File: config.mk
export PLATFORM = sky130hd
export DESIGN_NAME = dma_chan_ctl_bank
export DESIGN_NICKNAME = d
export VERILOG_FILES = /design/src/rtl/dcc_pkg.sv /design/src/rtl/dcc_addr_dec.sv /design/src/rtl/dcc_tc_delay.sv /design/src/rtl/dcc_channel.sv /design/src/rtl/dcc_rd_mux.sv /design/src/rtl/dma_chan_ctl_bank.sv
export SDC_FILE = /design/constraint.sdc
export NUM_CORES = 1
export LEC_CHECK = 0
export BUFFER_PORTS_ARGS = -buffer_cell sky130_fd_sc_hd__buf_2
export CORE_ASPECT_RATIO = 0.75
export CORE_MARGIN = 2
export CORE_UTILIZATION = 45
export CTS_BUF_LIST = sky130_fd_sc_hd__clkbuf_4 sky130_fd_sc_hd__clkbuf_8
export CTS_CLUSTER_SIZE = 14
export DETAILED_ROUTE_END_ITERATION = 10
export PLACE_DENSITY = 0.77
export SYNTH_ARGS = -nofsm -noshare
export SYNTH_HDL_FRONTEND = slang
export SYNTH_SLANG_ARGS = --single-unit
File: constraint.sdc
create_clock -name clk -period 2 [get_ports clk]
set_input_delay 0.2 -clock clk [delete_from_list [all_inputs] [get_ports clk]]
set_output_delay 0.2 -clock clk [all_outputs]
set_load 0.02 [all_outputs]
File: src/rtl/dcc_pkg.sv
package dcc_pkg;

    localparam int REG_W     = 8;
    localparam int BIT_EN    = 0;
    localparam int BIT_START = 1;
    localparam int BIT_TERM  = 2;
    localparam int BIT_KEEP  = 3;
    localparam int BIT_TC    = 7;

    typedef struct packed {
        logic tc;
        logic keep;
        logic en;
    } chan_state_t;

    typedef struct packed {
        logic en;
        logic start;
        logic term;
        logic keep;
    } wr_fields_t;

    typedef struct packed {
        logic start;
        logic abort;
        logic accept;
    } chan_pulse_t;

    function automatic wr_fields_t unpack_wr(input logic [REG_W-1:0] d);
        wr_fields_t f;
        f.en    = d[BIT_EN];
        f.start = d[BIT_START];
        f.term  = d[BIT_TERM];
        f.keep  = d[BIT_KEEP];
        return f;
    endfunction

    function automatic logic [REG_W-1:0] pack_rd(input chan_state_t s);
        logic [REG_W-1:0] r;
        r           = '0;
        r[BIT_EN]   = s.en;
        r[BIT_KEEP] = s.keep;
        r[BIT_TC]   = s.tc;
        return r;
    endfunction

endpackage

File: src/rtl/dcc_addr_dec.sv
module dcc_addr_dec #(
    parameter int NUM_CH = 4,
    parameter int ADDR_W = 4
) (
    input  logic [ADDR_W-1:0] addr,
    input  logic              wr,
    input  logic              rd,
    output logic [NUM_CH-1:0] hit,
    output logic [NUM_CH-1:0] wr_sel,
    output logic [NUM_CH-1:0] rd_sel
);
    for (genvar i = 0; i < NUM_CH; i++) begin : g_dec
        localparam logic [ADDR_W-1:0] OFFS = ADDR_W'(2 * i);
        assign hit[i]    = (addr == OFFS);
        assign wr_sel[i] = hit[i] & wr;
        assign rd_sel[i] = hit[i] & rd;
    end
endmodule

File: src/rtl/dcc_tc_delay.sv
module dcc_tc_delay #(
    parameter int RAM_DELAY = 4
) (
    input  logic clk,
    input  logic rst,
    input  logic load,
    input  logic cancel,
    output logic fire
);
    localparam int CW = $clog2(RAM_DELAY + 1);
    localparam logic [CW-1:0] LOAD_V = CW'(RAM_DELAY);
    localparam logic [CW-1:0] ONE    = CW'(1);

    logic [CW-1:0] cnt;

    assign fire = (cnt == ONE) && !cancel;

    always_ff @(posedge clk) begin
        if (rst) begin
            cnt <= '0;
        end else if (cancel) begin
            cnt <= '0;
        end else if (load) begin
            cnt <= LOAD_V;
        end else if (cnt != '0) begin
            cnt <= cnt - ONE;
        end
    end
endmodule

File: src/rtl/dcc_channel.sv
module dcc_channel
    import dcc_pkg::*;
#(
    parameter int RAM_DELAY = 4
) (
    input  logic         clk,
    input  logic         rst,
    input  logic         wr_sel,
    input  logic         rd_sel,
    input  wr_fields_t   wf,
    input  logic         tc_evt,
    input  logic         ram_src,
    input  logic         suspended,
    input  logic         hw_req,
    output chan_state_t  st,
    output chan_pulse_t  pls
);
    chan_state_t st_n;
    chan_pulse_t pls_n;
    logic        abort_now;
    logic        term_wr;
    logic        dly_fire;
    logic        tc_set;

    assign term_wr   = wr_sel && wf.term;
    assign abort_now = term_wr && (st.en || suspended);

    dcc_tc_delay #(.RAM_DELAY(RAM_DELAY)) u_dly (
        .clk    (clk),
        .rst    (rst),
        .load   (tc_evt && ram_src),
        .cancel (abort_now),
        .fire   (dly_fire)
    );

    assign tc_set = (tc_evt && !ram_src) || dly_fire;

    always_comb begin
        st_n = st;
        if (wr_sel) begin
            st_n.en   = wf.en && !wf.term;
            st_n.keep = wf.keep;
        end
        if (tc_set && !st.keep) begin
            st_n.en = 1'b0;
        end
        if (tc_set) begin
            st_n.tc = 1'b1;
        end else if (rd_sel) begin
            st_n.tc = 1'b0;
        end
        pls_n.start  = wr_sel && wf.start && wf.en && !wf.term && !st.tc && !tc_set;
        pls_n.abort  = abort_now;
        pls_n.accept = hw_req && st.en && !term_wr;
    end

    always_ff @(posedge clk) begin
        if (rst) begin
            st  <= '0;
            pls <= '0;
        end else begin
            st  <= st_n;
            pls <= pls_n;
        end
    end
endmodule

File: src/rtl/dcc_rd_mux.sv
module dcc_rd_mux
    import dcc_pkg::*;
#(
    parameter int NUM_CH = 4
) (
    input  logic [NUM_CH-1:0] hit,
    input  chan_state_t       st [NUM_CH],
    output logic [REG_W-1:0]  rdata
);
    always_comb begin
        rdata = '0;
        for (int i = 0; i < NUM_CH; i++) begin
            if (hit[i]) begin
                rdata = rdata | pack_rd(st[i]);
            end
        end
    end
endmodule

File: src/rtl/dma_chan_ctl_bank.sv
module dma_chan_ctl_bank
    import dcc_pkg::*;
#(
    parameter int NUM_CH    = 4,
    parameter int ADDR_W    = 4,
    parameter int RAM_DELAY = 4
) (
    input  logic              clk,
    input  logic              rst,
    input  logic [ADDR_W-1:0] reg_addr,
    input  logic              reg_wr,
    input  logic [REG_W-1:0]  reg_wdata,
    input  logic              reg_rd,
    output logic [REG_W-1:0]  reg_rdata,
    input  logic [NUM_CH-1:0] tc_evt,
    input  logic [NUM_CH-1:0] tc_ram_src,
    input  logic [NUM_CH-1:0] ch_suspended,
    input  logic [NUM_CH-1:0] hw_req,
    output logic [NUM_CH-1:0] ch_en,
    output logic [NUM_CH-1:0] ch_start,
    output logic [NUM_CH-1:0] ch_abort,
    output logic [NUM_CH-1:0] ch_accept
);
    logic [NUM_CH-1:0] hit;
    logic [NUM_CH-1:0] wr_sel;
    logic [NUM_CH-1:0] rd_sel;
    wr_fields_t        wf;
    chan_state_t       st  [NUM_CH];
    chan_pulse_t       pls [NUM_CH];
    logic              unused_wbits;

    assign wf           = unpack_wr(reg_wdata);
    assign unused_wbits = &{1'b0, reg_wdata[REG_W-1:BIT_KEEP+1]};

    dcc_addr_dec #(.NUM_CH(NUM_CH), .ADDR_W(ADDR_W)) u_dec (
        .addr   (reg_addr),
        .wr     (reg_wr),
        .rd     (reg_rd),
        .hit    (hit),
        .wr_sel (wr_sel),
        .rd_sel (rd_sel)
    );

    for (genvar i = 0; i < NUM_CH; i++) begin : g_ch
        dcc_channel #(.RAM_DELAY(RAM_DELAY)) u_ch (
            .clk       (clk),
            .rst       (rst),
            .wr_sel    (wr_sel[i]),
            .rd_sel    (rd_sel[i]),
            .wf        (wf),
            .tc_evt    (tc_evt[i]),
            .ram_src   (tc_ram_src[i]),
            .suspended (ch_suspended[i]),
            .hw_req    (hw_req[i]),
            .st        (st[i]),
            .pls       (pls[i])
        );
        assign ch_en[i]     = st[i].en;
        assign ch_start[i]  = pls[i].start;
        assign ch_abort[i]  = pls[i].abort;
        assign ch_accept[i] = pls[i].accept;
    end

    dcc_rd_mux #(.NUM_CH(NUM_CH)) u_mux (
        .hit   (hit),
        .st    (st),
        .rdata (reg_rdata)
    );
endmodule

## Word level (Yosys, flattened, before mapping)

Cells that the tools add are included.

- Register bits: 36
- Input port bits: 32
- Word-level logic and storage cells: 185

- Add/sub/neg operators: 4
- Equality and inequality tests: 7
- Multiplexer cells: 20
- Bitwise logic cells: 11
- Reduce and logical (&&, ||, !) cells: 111

Operators with widths:

| cell | number |
|---|---|
| $logic_and 1x1->1 | 53 |
| $mux 8 | 4 |
| $logic_not 1->1 | 25 |
| $mux 3 | 8 |
| $or 8x8->8 | 3 |
| $reduce_bool 2->1 | 8 |
| $reduce_or 2->1 | 8 |
| $eq 3x1->1 const B | 4 |
| $reduce_bool 3->1 | 4 |
| $reduce_or 3->1 | 4 |
| $sub 3x1->3 const B | 4 |
| $and 1x1->1 | 8 |
| $eq 4x3->1 const B | 2 |
| $logic_or 1x1->1 | 8 |
| $mux 1 | 8 |
| $eq 4x2->1 const B | 1 |
| $logic_not 4->1 | 1 |

## Depth between registers and ports, before layout

Gate-level depths: netlist of the first run.

- Depth after elaboration: 9
- Gate-level depth with buffers: 5

## By module

Synthesis of the first run repeated with hierarchy kept, for this count alone.

- Cells, all modules: 196
- Area, all modules: 1829.3 um^2

By module, submodules not included:

| module | instances | cells each | area each (um^2) | sequential area each (um^2) |
|---|---|---|---|---|
| dcc_channel | 4 | 22 | 230.2 | 120.1 |
| dcc_tc_delay | 4 | 19 | 176.4 | 60.1 |
| dcc_addr_dec | 1 | 17 | 105.1 | 0.0 |
| dcc_rd_mux | 1 | 15 | 97.6 | 0.0 |

## Least setup slack after synthesis of the first run

OpenSTA, ideal clock, no wires.

- Kind: input -> register
- Start point: input port reg_addr[0]
- End point: register g_ch[1].u_ch.st[0] (netlist name)
- Library setup time: 0.103 ns
- Arrival time: 1.431 ns
- Data required time: 1.897 ns
- Path slack: 0.466 ns
- Stages: 3
- Buffers on the path: 0
- Path through: or4b_4 or3_4 a222oi_1

- Word-level cells in the longest chain between the ends: 9

Ends and longest elaborated chain:

| element | RTL line | source |
|---|---|---|
| start, declared | dma_chan_ctl_bank.sv:10 | `input logic [ADDR_W-1:0] reg_addr,` |
| $eq 4x2->1 * | dcc_addr_dec.sv:14 | `assign hit[i] = (addr == OFFS);` |
| $and 1x1->1 * | dcc_addr_dec.sv:15 | `assign wr_sel[i] = hit[i] & wr;` |
| $logic_and 1x1->1 | dcc_channel.sv:25 | `assign term_wr = wr_sel && wf.term;` |
| $logic_and 1x1->1 | dcc_channel.sv:26 | `assign abort_now = term_wr && (st.en \|\| suspended);` |
| $logic_not 1->1 | dcc_tc_delay.sv:16 | `assign fire = (cnt == ONE) && !cancel;` |
| $logic_and 1x1->1 | dcc_tc_delay.sv:16 |  |
| $logic_or 1x1->1 | dcc_channel.sv:36 | `assign tc_set = (tc_evt && !ram_src) \|\| dly_fire;` |
| $logic_and 1x1->1 | dcc_channel.sv:44 | `if (tc_set && !st.keep) begin` |
| $reduce_or 2->1 (no line) | -- |  |

Mark *: on every way between the ends. The rest lies on a longest branch, timed or not.
A chain may end at the register's enable or synchronous reset.

## Final worst setup path of the first run

- Start point: input port reg_addr[0]
- End point: output port reg_rdata[3]

- Word-level cells in the longest chain between the ends: 8

Ends and longest elaborated chain:

| element | RTL line | source |
|---|---|---|
| $logic_not 4->1 | dcc_addr_dec.sv:14 |  |
| $mux 8 | dcc_rd_mux.sv:13 | `if (hit[i]) begin` |
| $or 8x8->8 | dcc_rd_mux.sv:14 | `rdata = rdata \| pack_rd(st[i]);` |
| $mux 8 | dcc_rd_mux.sv:13 |  |
| $or 8x8->8 | dcc_rd_mux.sv:14 |  |
| $mux 8 | dcc_rd_mux.sv:13 |  |
| $or 8x8->8 | dcc_rd_mux.sv:14 |  |
| $mux 8 * | dcc_rd_mux.sv:13 |  |
| end, declared | dma_chan_ctl_bank.sv:14 | `output logic [REG_W-1:0] reg_rdata,` |

Marked as above.

==> impl_metrics.toml, run 1 <==
[yosys]
synth_area_um2 = 2000
synth_seq_cells = 36
syn_avg_cell_area_um2 = 9.00
ys_warn_count = 0
seq_area_frac_synth = 0.361
synth_top_area_cell = "dfxtp_1"
syn_inst = 222
yosysTopAreaCellShare = 0.361
synth_edf_count = 0
yosys-top-cells-area = "dfxtp_1 (36%), ha_1 (7.5%), mux2i_1 (5.0%), buf_4 (3.8%), nor3b_1 (3.4%)"
synth_cell_types = 45
async_flop_share = 0
synthFlopType = "dfxtp_1"

[setup_path]
path_cells = "buf_2 > or3b_2 > o22ai_1 > buf_2"
crit_required_ns = 1.80
critPathKind = "input port to output port"
end_kind = "output port"
worstRegToRegCells = 3
cpPeakStageDelay_ns = 0.58
critPathSlowestCell = "or3b_2"
cp_data_arrival_time_ns = 1.36
path_delay_family = "simple AND/OR/NAND/NOR gates"
critPathBufInv = 2
start_kind = "input port"
crit_fanout = 9
worst-path-stages = 4
crit_top_cell = "buf_2"

[grt]
grt_antenna_before_repair = 0
gr-total-overflow = 0
grt_pass1_vias = 1605
grt_max_degree = 17
grt_pass1_wl_um = 7490
track_usage = 0.202

[route]
remaining_drc_errors = 0
antenna_left = 0
drt-initial-drc-count = 186
drt_pass1_iterations = 4
wl_per_cell_um = 14.5
vias = 1796
vias_per_cell = 5.58
wirelength_um = 4670

[worst_hold_path]
hold_class = "input port to flop"
hold_depth = 2

[cts]
h-tree-depth = 2
cts_tree = "done"
hold_buffers = 0
cts_buffer_depth = 2
cts-resized-gates = 0
clk_latency_ns = 0.29
clkTransAtPathRegs_ns = 0.07
numClockSinks = 36
cts_setup_buffers = 0
cts-root-buf = "clkbuf_8"
cts_buffers = 5

[floorplan]
rows = 20
initial_utilization = 0.481
die_y_um = 61.7
io_pins = 56
dieWidth_um = 80.9
core_area_um2 = 4150
dieArea_um2 = 5000

[pwr]
power_w = 0.00234
power.leakage_nw = 1.04
intPower_w = 0.00156
swShare = 0.330
p_sw_w = 0.000772
combPwrFrac = 0.364
powerDensity_nw_per_um2 = 1000
seq_power_share = 0.396
ir_worst_vdd_v = 0.000436
power_frac_clock = 0.240

[final_layout]
area_growth_pct = 17.0
final_cell_mix = "buf_2 (46), dfxtp_1 (36), inv_1 (13)"
layout.cells.non_filler = 322
drive_above_1_share = 0.251
layout_commonest_cell = "buf_2"
nets = 310
antennaDiodeCount = 0
fillers = 415
postLayoutCellArea_um2 = 2340

[timing]
setup-violations-final = 0
max_clock_freq_mhz = 641
fin_skew_ns = 0.00365
finalHoldViolations = 0
tns_ns = 0
slew_headroom = 0.550
tightest_slew_ns = 0.666
final-max-slew-violation-count = 0
rsz0062_at_grt = "false"
min_period_ns = 1.56
fin_crit_sh = 0.780

[placed_design]
dp.cells = 314
hpwl_um = 3590
gp_congestion = 0.866
io_buffers = 46
placed_area_um2 = 2240

[run]
maxCapViolCount = 0

[status]
outcome = "finished, final reports clean"
## area by class of cell
cell class / instances / area (um2) / share of cell area
multi-input cells: 160 / 1140 / 0.488
inverters: 13 / 48.8 / 0.0209
clock buffers: 8 / 97.6 / 0.0418
repair buffers: 50 / 260 / 0.111
well taps: 55 / 68.8 / 0.0294
flip-flops and latches: 36 / 721 / 0.308
## sequential cells by signal, indices dropped and copies added, names as in the netlist
signal and cells:
g_ch.u_ch.pls 12, g_ch.u_ch.st 12, g_ch.u_ch.u_dly.cnt 12
## cells by family (layout without fill, tap and decap cells)
group	after synthesis	count (layout)	share of synthesized area
buffers and inverters	30	71	0.0758
AO/OA/AOI/OAI	46	46	0.163
adder cells (fa/ha/maj)	12	12	0.0751
multiplexers	10	10	0.0501
flip-flops	36	36	0.361
AND/OR/NAND/NOR	83	83	0.255
XOR/XNOR	4	4	0.0175
other	1	5	0.00188
## path summary, 6_finish.rpt
path                            slack, ns                      start                        end
worst max register to register       0.66         g_ch[0].u_ch.st[0]         g_ch[0].u_ch.st[0]
worst max-delay path                 0.44                reg_addr[0]               reg_rdata[3]
worst min-delay path                 0.13                  tc_evt[1]         g_ch[1].u_ch.st[0]
worst min register to register       0.50  g_ch[2].u_ch.u_dly.cnt[1]  g_ch[2].u_ch.u_dly.cnt[1]
## cell usage after synthesis, types with 6 or more instances
| master | number |
|---|---|
| nor2_1 | 10 |
| o21ai_0 | 12 |
| mux2i_1 | 10 |
| inv_1 | 13 |
| ha_1 | 12 |
| dfxtp_1 | 36 |
| buf_4 | 10 |
| nor3_1 | 6 |
| nor2b_1 | 7 |
| nand2_1 | 11 |
| a31oi_1 | 7 |
| nand2b_1 | 9 |
| nand3_1 | 11 |
| nor3b_1 | 9 |
## metrics by stage
| stage | utilization | setup WS (ns) | hold WS, ns |
|---|---|---|---|
| final | 0.563 | 0.440 | 0.133 |
| after global routing | 0.563 | 0.413 | 0.131 |
| after CTS | 0.563 | 0.462 | 0.131 |
| after detailed placement | 0.539 | 0.174 | 0.437 |
| after global placement | 0.539 | 0.250 | 0.423 |
| after floorplan | - | 0.466 | 0.303 |
## layer usage
| layer | track usage | wire length (um) |
|---|---|---|
| met5 | 0 | 0 |
| met4 | 0.104 | 111 |
| met3 | 0.0607 | 469 |
| met2 | 0.286 | 1930 |
| met1 | 0.281 | 2160 |
## power by group through the flow
stage          Clock, W  Combinational, W  Sequential [W]
3_5_place_dp          0          0.000845        0.000943
5_1_grt        0.000611          0.000978        0.000943
2_1_floorplan         0          0.000689        0.000921
6_report       0.000561          0.000850        0.000926
4_1_cts        0.000566          0.000853        0.000926
3_3_place_gp          0          0.000816        0.000936
## worst reg2reg max path, delay by kind of cell, from the launching register on
family	cells	cell delay, ns
DFF	1	0.41
and+or+nand+nor	2	0.45
AOI/OAI and AO/OA	1	0.36
No activity file was read; power rests on OpenSTA's default activity.
==> inputs of run 2 (changes only) <==
Clock period 2 ns to 1.6 ns, I/O delays scaled along.
==> run 2 against run 1 <==
Net effect: setup slack worse by 0.38 ns; count of clock-buffer cells in the layout is 3 lower; wire length is 0.62% lower; die area stayed put; first-iteration DRC count is 29% lower; via count is 0.95% lower; non-clock buffer count is 8 higher; critical endpoint unchanged; largest power group unchanged.
==> impl_metrics.toml, run 2 (synthesis gave the netlist of run 1 again) <==
[status]
outcome = "finished, final reports clean"

[grt]
gr-total-overflow = 0
grt_pass1_vias = 1641
grt_max_degree = 14
track_usage = 0.199
grt_pass1_wl_um = 7400
grt_antenna_before_repair = 0

[worst_hold_path]
hold_class = "input port to flop"

[route]
vias_per_cell = 5.39
wl_per_cell_um = 14.1
remaining_drc_errors = 0
antenna_left = 0
wirelength_um = 4640
vias = 1779
drt-initial-drc-count = 132
drt_pass1_iterations = 4

[pwr]
swShare = 0.326
p_sw_w = 0.000988
powerDensity_nw_per_um2 = 1260
power_frac_clock = 0.265
combPwrFrac = 0.353
ir_worst_vdd_v = 0.000800
power.leakage_nw = 1.08
intPower_w = 0.00204
seq_power_share = 0.382

[cts]
clkTransAtPathRegs_ns = 0.07
cts_buffer_depth = 2
cts-root-buf = "clkbuf_8"
clk_latency_ns = 0.29
cts_tree = "done"
cts_setup_buffers = 0
cts_buffers = 5
numClockSinks = 36
h-tree-depth = 2

[timing]
rsz0062_at_grt = "false"
final-max-slew-violation-count = 0
fin_crit_sh = 0.962
finalHoldViolations = 0
setup-violations-final = 0
max_clock_freq_mhz = 650
hold-worst-slack_ns = 0.0897
fin_skew_ns = 0.00561
min_period_ns = 1.54

[final_layout]
layout.cells.non_filler = 330
area_growth_pct = 20.8
fin_util = 0.581
fillers = 407
multi_input_comb_area_um2 = 1140
postLayoutCellArea_um2 = 2410
antennaDiodeCount = 0
nets = 318
final_cell_mix = "buf_2 (46), dfxtp_1 (36), inv_1 (13)"
top_regs = "g_ch.u_ch.pls (12), g_ch.u_ch.st (12), g_ch.u_ch.u_dly.cnt (12)"
drive_above_1_share = 0.273
layout_commonest_cell = "buf_2"
seqCellArea_um2 = 721

[setup_path]
start_kind = "input port"
crit_required_ns = 1.44
crit_fanout = 10
end_kind = "output port"
critPathKind = "input port to output port"
cp_data_arrival_time_ns = 1.38

[floorplan]
dieArea_um2 = 5000
core_area_um2 = 4150
rows = 20
die_y_um = 61.7
initial_utilization = 0.481
io_pins = 56
dieWidth_um = 80.9

[placed_design]
gp_congestion = 0.901
dp.cells = 322
hpwl_um = 3560
placed_area_um2 = 2300
io_buffers = 46

[run]
maxCapViolCount = 0
==> run 2: stage by stage <==
| stage | TNS, ns | power, W | setup WS [ns] |
|---|---|---|---|
| 2_1_floorplan | 0 | 0.00201 | 0.106 |
| 3_3_place_gp | -0.131 | 0.00220 | -0.0672 |
| 3_5_place_dp | -0.288 | 0.00223 | -0.125 |
| 4_1_cts | 0 | 0.00304 | 0.0364 |
| 5_1_grt | 0 | 0.00326 | 0.0162 |
| 6_report | 0 | 0.00303 | 0.0609 |
==> run 2: timing repair <==
action,4_1_cts,5_1_grt
endpoints found under the setup margin,0,1
resized for setup,0,1
hold buffers,0,0
==> run 2: path summary, 6_finish.rpt <==
path	from	end	slack (ns)	cells past startpoint
max	reg_addr[0]	reg_rdata[3]	0.06	5
min	tc_evt[2]	g_ch[2].u_ch.st[0]	0.09	2
max reg2reg	g_ch[0].u_ch.st[0]	g_ch[0].u_ch.st[0]	0.31	3
min reg2reg	g_ch[2].u_ch.u_dly.cnt[1]	g_ch[2].u_ch.u_dly.cnt[1]	0.50	1
==> run 2: final cells by class <==
| cell class | count | area share |
|---|---|---|
| multi-input cells | 160 | 0.474 |
| flip-flops and latches | 36 | 0.299 |
| repair buffers | 58 | 0.133 |
| clock buffers | 5 | 0.0285 |
| well taps | 55 | 0.0285 |
| inverters | 13 | 0.0202 |
| clock inverters | 3 | 0.0176 |
==> run 2: power groups by stage <==
stage	Sequential (W)	Clock [W]	Combinational (W)
5_1_grt	0.00118	0.000853	0.00122
6_report	0.00116	0.000804	0.00107
4_1_cts	0.00116	0.000813	0.00107
2_1_floorplan	0.00115	0	0.000862
3_5_place_dp	0.00117	0	0.00106
3_3_place_gp	0.00117	0	0.00103
==> run 2: layer usage <==
layer	part of all wire	vias to the layer above	global-route usage
met1	0.47	796	0.267
li1	-	894	-
met3	0.095	6	0.0564
met2	0.42	83	0.305
met4	0.015	0	0.0823
met5	0	-	0
==> run 2: worst max-delay path: stages <==
cell	delay (ns)
buf_2	0.10
buf_4	0.14
or3_2	0.58
o22ai_1	0.20
buf_2	0.20
==> inputs of run 3 (changes only) <==
Settings changed: PLACE_DENSITY 0.77 to 0.78, REMOVE_ABC_BUFFERS set to 1, SYNTH_HIERARCHICAL set to 1.
==> run 3 against run 2 <==
Net effect: total power fell by 5.0%; clock skew shrank 0.0011 ns; die area down 8.0%; count of clock-buffer cells in the layout increased by 1; non-clock buffer count is 3 higher; fmax increased by 3.1%; sequential cell count stayed put; critical path depth up 2; combinational power shrank 14%.
==> impl_metrics.toml, run 3 <==
[grt]
track_usage = 0.177
grt_pass1_wl_um = 6360
gr-total-overflow = 0
grt_max_degree = 33
grt_antenna_before_repair = 0
grt_pass1_vias = 1438

[yosys]
yosys.area_share.simple = 0.324
synth_cell_types = 28
synth_top_area_cell = "dfxtp_1"
synth-compound-area-share = 0.109
yosys-top-cells-count = "dfxtp_1 (36), nor2_1 (27), inv_1 (13)"
synthAdderAreaFrac = 0.0821
synthFlopType = "dfxtp_1"
ys_warn_count = 6
async_flop_share = 0
seq_area_frac_synth = 0.394
synthMuxAreaShare = 0.0219
synth_top_family_by_area = "simple AND/OR/NAND/NOR gates"
yosys-top-cells-area = "dfxtp_1 (39%), ha_1 (8.2%), nor2_1 (5.5%), nor4bb_2 (3.6%), nand2b_1 (3.4%)"
yosysTopAreaCellShare = 0.394
synth_edf_count = 0
synth_area_um2 = 1830
syn_avg_cell_area_um2 = 9.33
syn_inst = 196
synth_seq_cells = 36
yosysMostFrequentCell = "dfxtp_1"
synth-xor-area-share = 0.0192

[pwr]
power.leakage_nw = 1.07
ir_worst_vdd_v = 0.000753
powerDensity_nw_per_um2 = 1240

[timing]
fin_ws_ns = 0.106
rsz0062_at_grt = "false"
fin_crit_sh = 0.933
min_period_ns = 1.49
tns_ns = 0
max_clock_freq_mhz = 670
tightest_slew_ns = 0.571
finalHoldViolations = 0
fin_skew_ns = 0.00454
final-max-slew-violation-count = 0
setup-violations-final = 0
slew_headroom = 0.619

[cts]
clk_latency_ns = 0.29
cts-resized-gates = 0
clkTransAtPathRegs_ns = 0.07
cts-root-buf = "clkbuf_8"
cts_buffer_depth = 2
numClockSinks = 36
cts_buffers = 5
h-tree-depth = 2
hold_buffers = 0
cts_setup_buffers = 0
cts_tree = "done"

[placed_design]
gp_congestion = 0.767
io_buffers = 46
hpwl_um = 2940
dp.cells = 311
placed_area_um2 = 2220
dp_worst_setup_slack_ns = -0.0713

[floorplan]
dieWidth_um = 77.6
core_area_um2 = 3980
io_pins = 56
initial_utilization = 0.460
rows = 20
dieArea_um2 = 4600
die_y_um = 59.2

[final_layout]
antennaDiodeCount = 0
area_growth_pct = 27.4
fillers = 366
nets = 307
drive_above_1_share = 0.314
layout_commonest_cell = "buf_2"
layout.cells.non_filler = 319
final_cell_mix = "buf_2 (46), dfxtp_1 (36), nor2_1 (27)"
top_regs = "g_ch.u_ch/pls (12), g_ch.u_ch/st (12), g_ch.u_ch/u_dly/cnt (12)"
postLayoutCellArea_um2 = 2330

[setup_path]
cp_data_arrival_time_ns = 1.33
crit_fanout = 6
crit_required_ns = 1.44
reg2reg_setup_slack_ns = 0.21
critPathKind = "input port to output port"
end_kind = "output port"
start_kind = "input port"

[worst_hold_path]
hold_class = "input port to flop"

[route]
drt_pass1_iterations = 4
remaining_drc_errors = 0
vias = 1570
wl_per_cell_um = 11.7
antenna_left = 0
drt-initial-drc-count = 92
vias_per_cell = 4.92
wirelength_um = 3740

[status]
outcome = "finished, final reports clean"

[run]
maxCapViolCount = 0
==> run 3: layer usage <==
metal | global-route usage | part of all wire | up-vias
met3 | 0.0396 | 0.043 | 7
met1 | 0.237 | 0.50 | 717
met5 | 0 | 0 | -
met4 | 0.0816 | 0.016 | 0
met2 | 0.275 | 0.44 | 34
li1 | - | - | 812
==> run 3: cell type report <==
type                            instances  area (um2)  area share
Inverter                               13        48.8      0.0209
Timing Repair Buffer                   61         343       0.147
Multi-Input combinational cell        146        1040       0.445
Tap cell                               55        68.8      0.0295
Sequential cell                        36         721       0.309
Clock buffer                            6        76.3      0.0328
Clock inverter                          2        35.0      0.0150
==> run 3: worst paths after layout <==
kind | to | cells after the start | startpoint
hold reg to reg | g_ch[3].u_ch/st[2] | 2 | g_ch[3].u_ch/st[2]
hold / removal | g_ch[3].u_ch/pls[1] | 3 | ch_suspended[3]
setup reg to reg | g_ch[1].u_ch/u_dly/cnt[1] | 5 | g_ch[1].u_ch/st[0]
setup / recovery | reg_rdata[0] | 7 | reg_addr[0]
==> run 3: power by group <==
part	leakage, nW	switching (W)	total, W	internal [W]
registers	0.294	0.000113	0.00116	0.00105
clock network	0.0586	0.000315	0.000794	0.000479
logic	0.720	0.000502	0.000924	0.000423
total	1.07	0.000930	0.00288	0.00195
==> run 3: logic make-up (layout without fill, tap and decap cells) <==
logic type,after synthesis,count (layout)
other,1,5
xor gates and xnor gates,4,4
AOI/OAI and AO/OA,26,26
and+or+nand+nor,95,95
muxes,4,4
DFF,36,36
adders and majority gates,12,12
buffers and inverters,18,82
==> run 3: stage by stage <==
step                power, W  hold WS, ns  utilization
finish               0.00288        0.146        0.586
CTS                  0.00291        0.134        0.586
global placement     0.00207        0.434        0.558
global route         0.00310        0.172        0.586
detailed placement   0.00211        0.436        0.558
floorplan            0.00189        0.229            -
==> run 3: worst max-delay path, stage by stage <==
cell and delay, ns:
buf_2 0.14, nand2b_1 0.19, buf_4 0.16, nor3_1 0.30, a22oi_1 0.12, nand2_1 0.09
buf_2 0.17
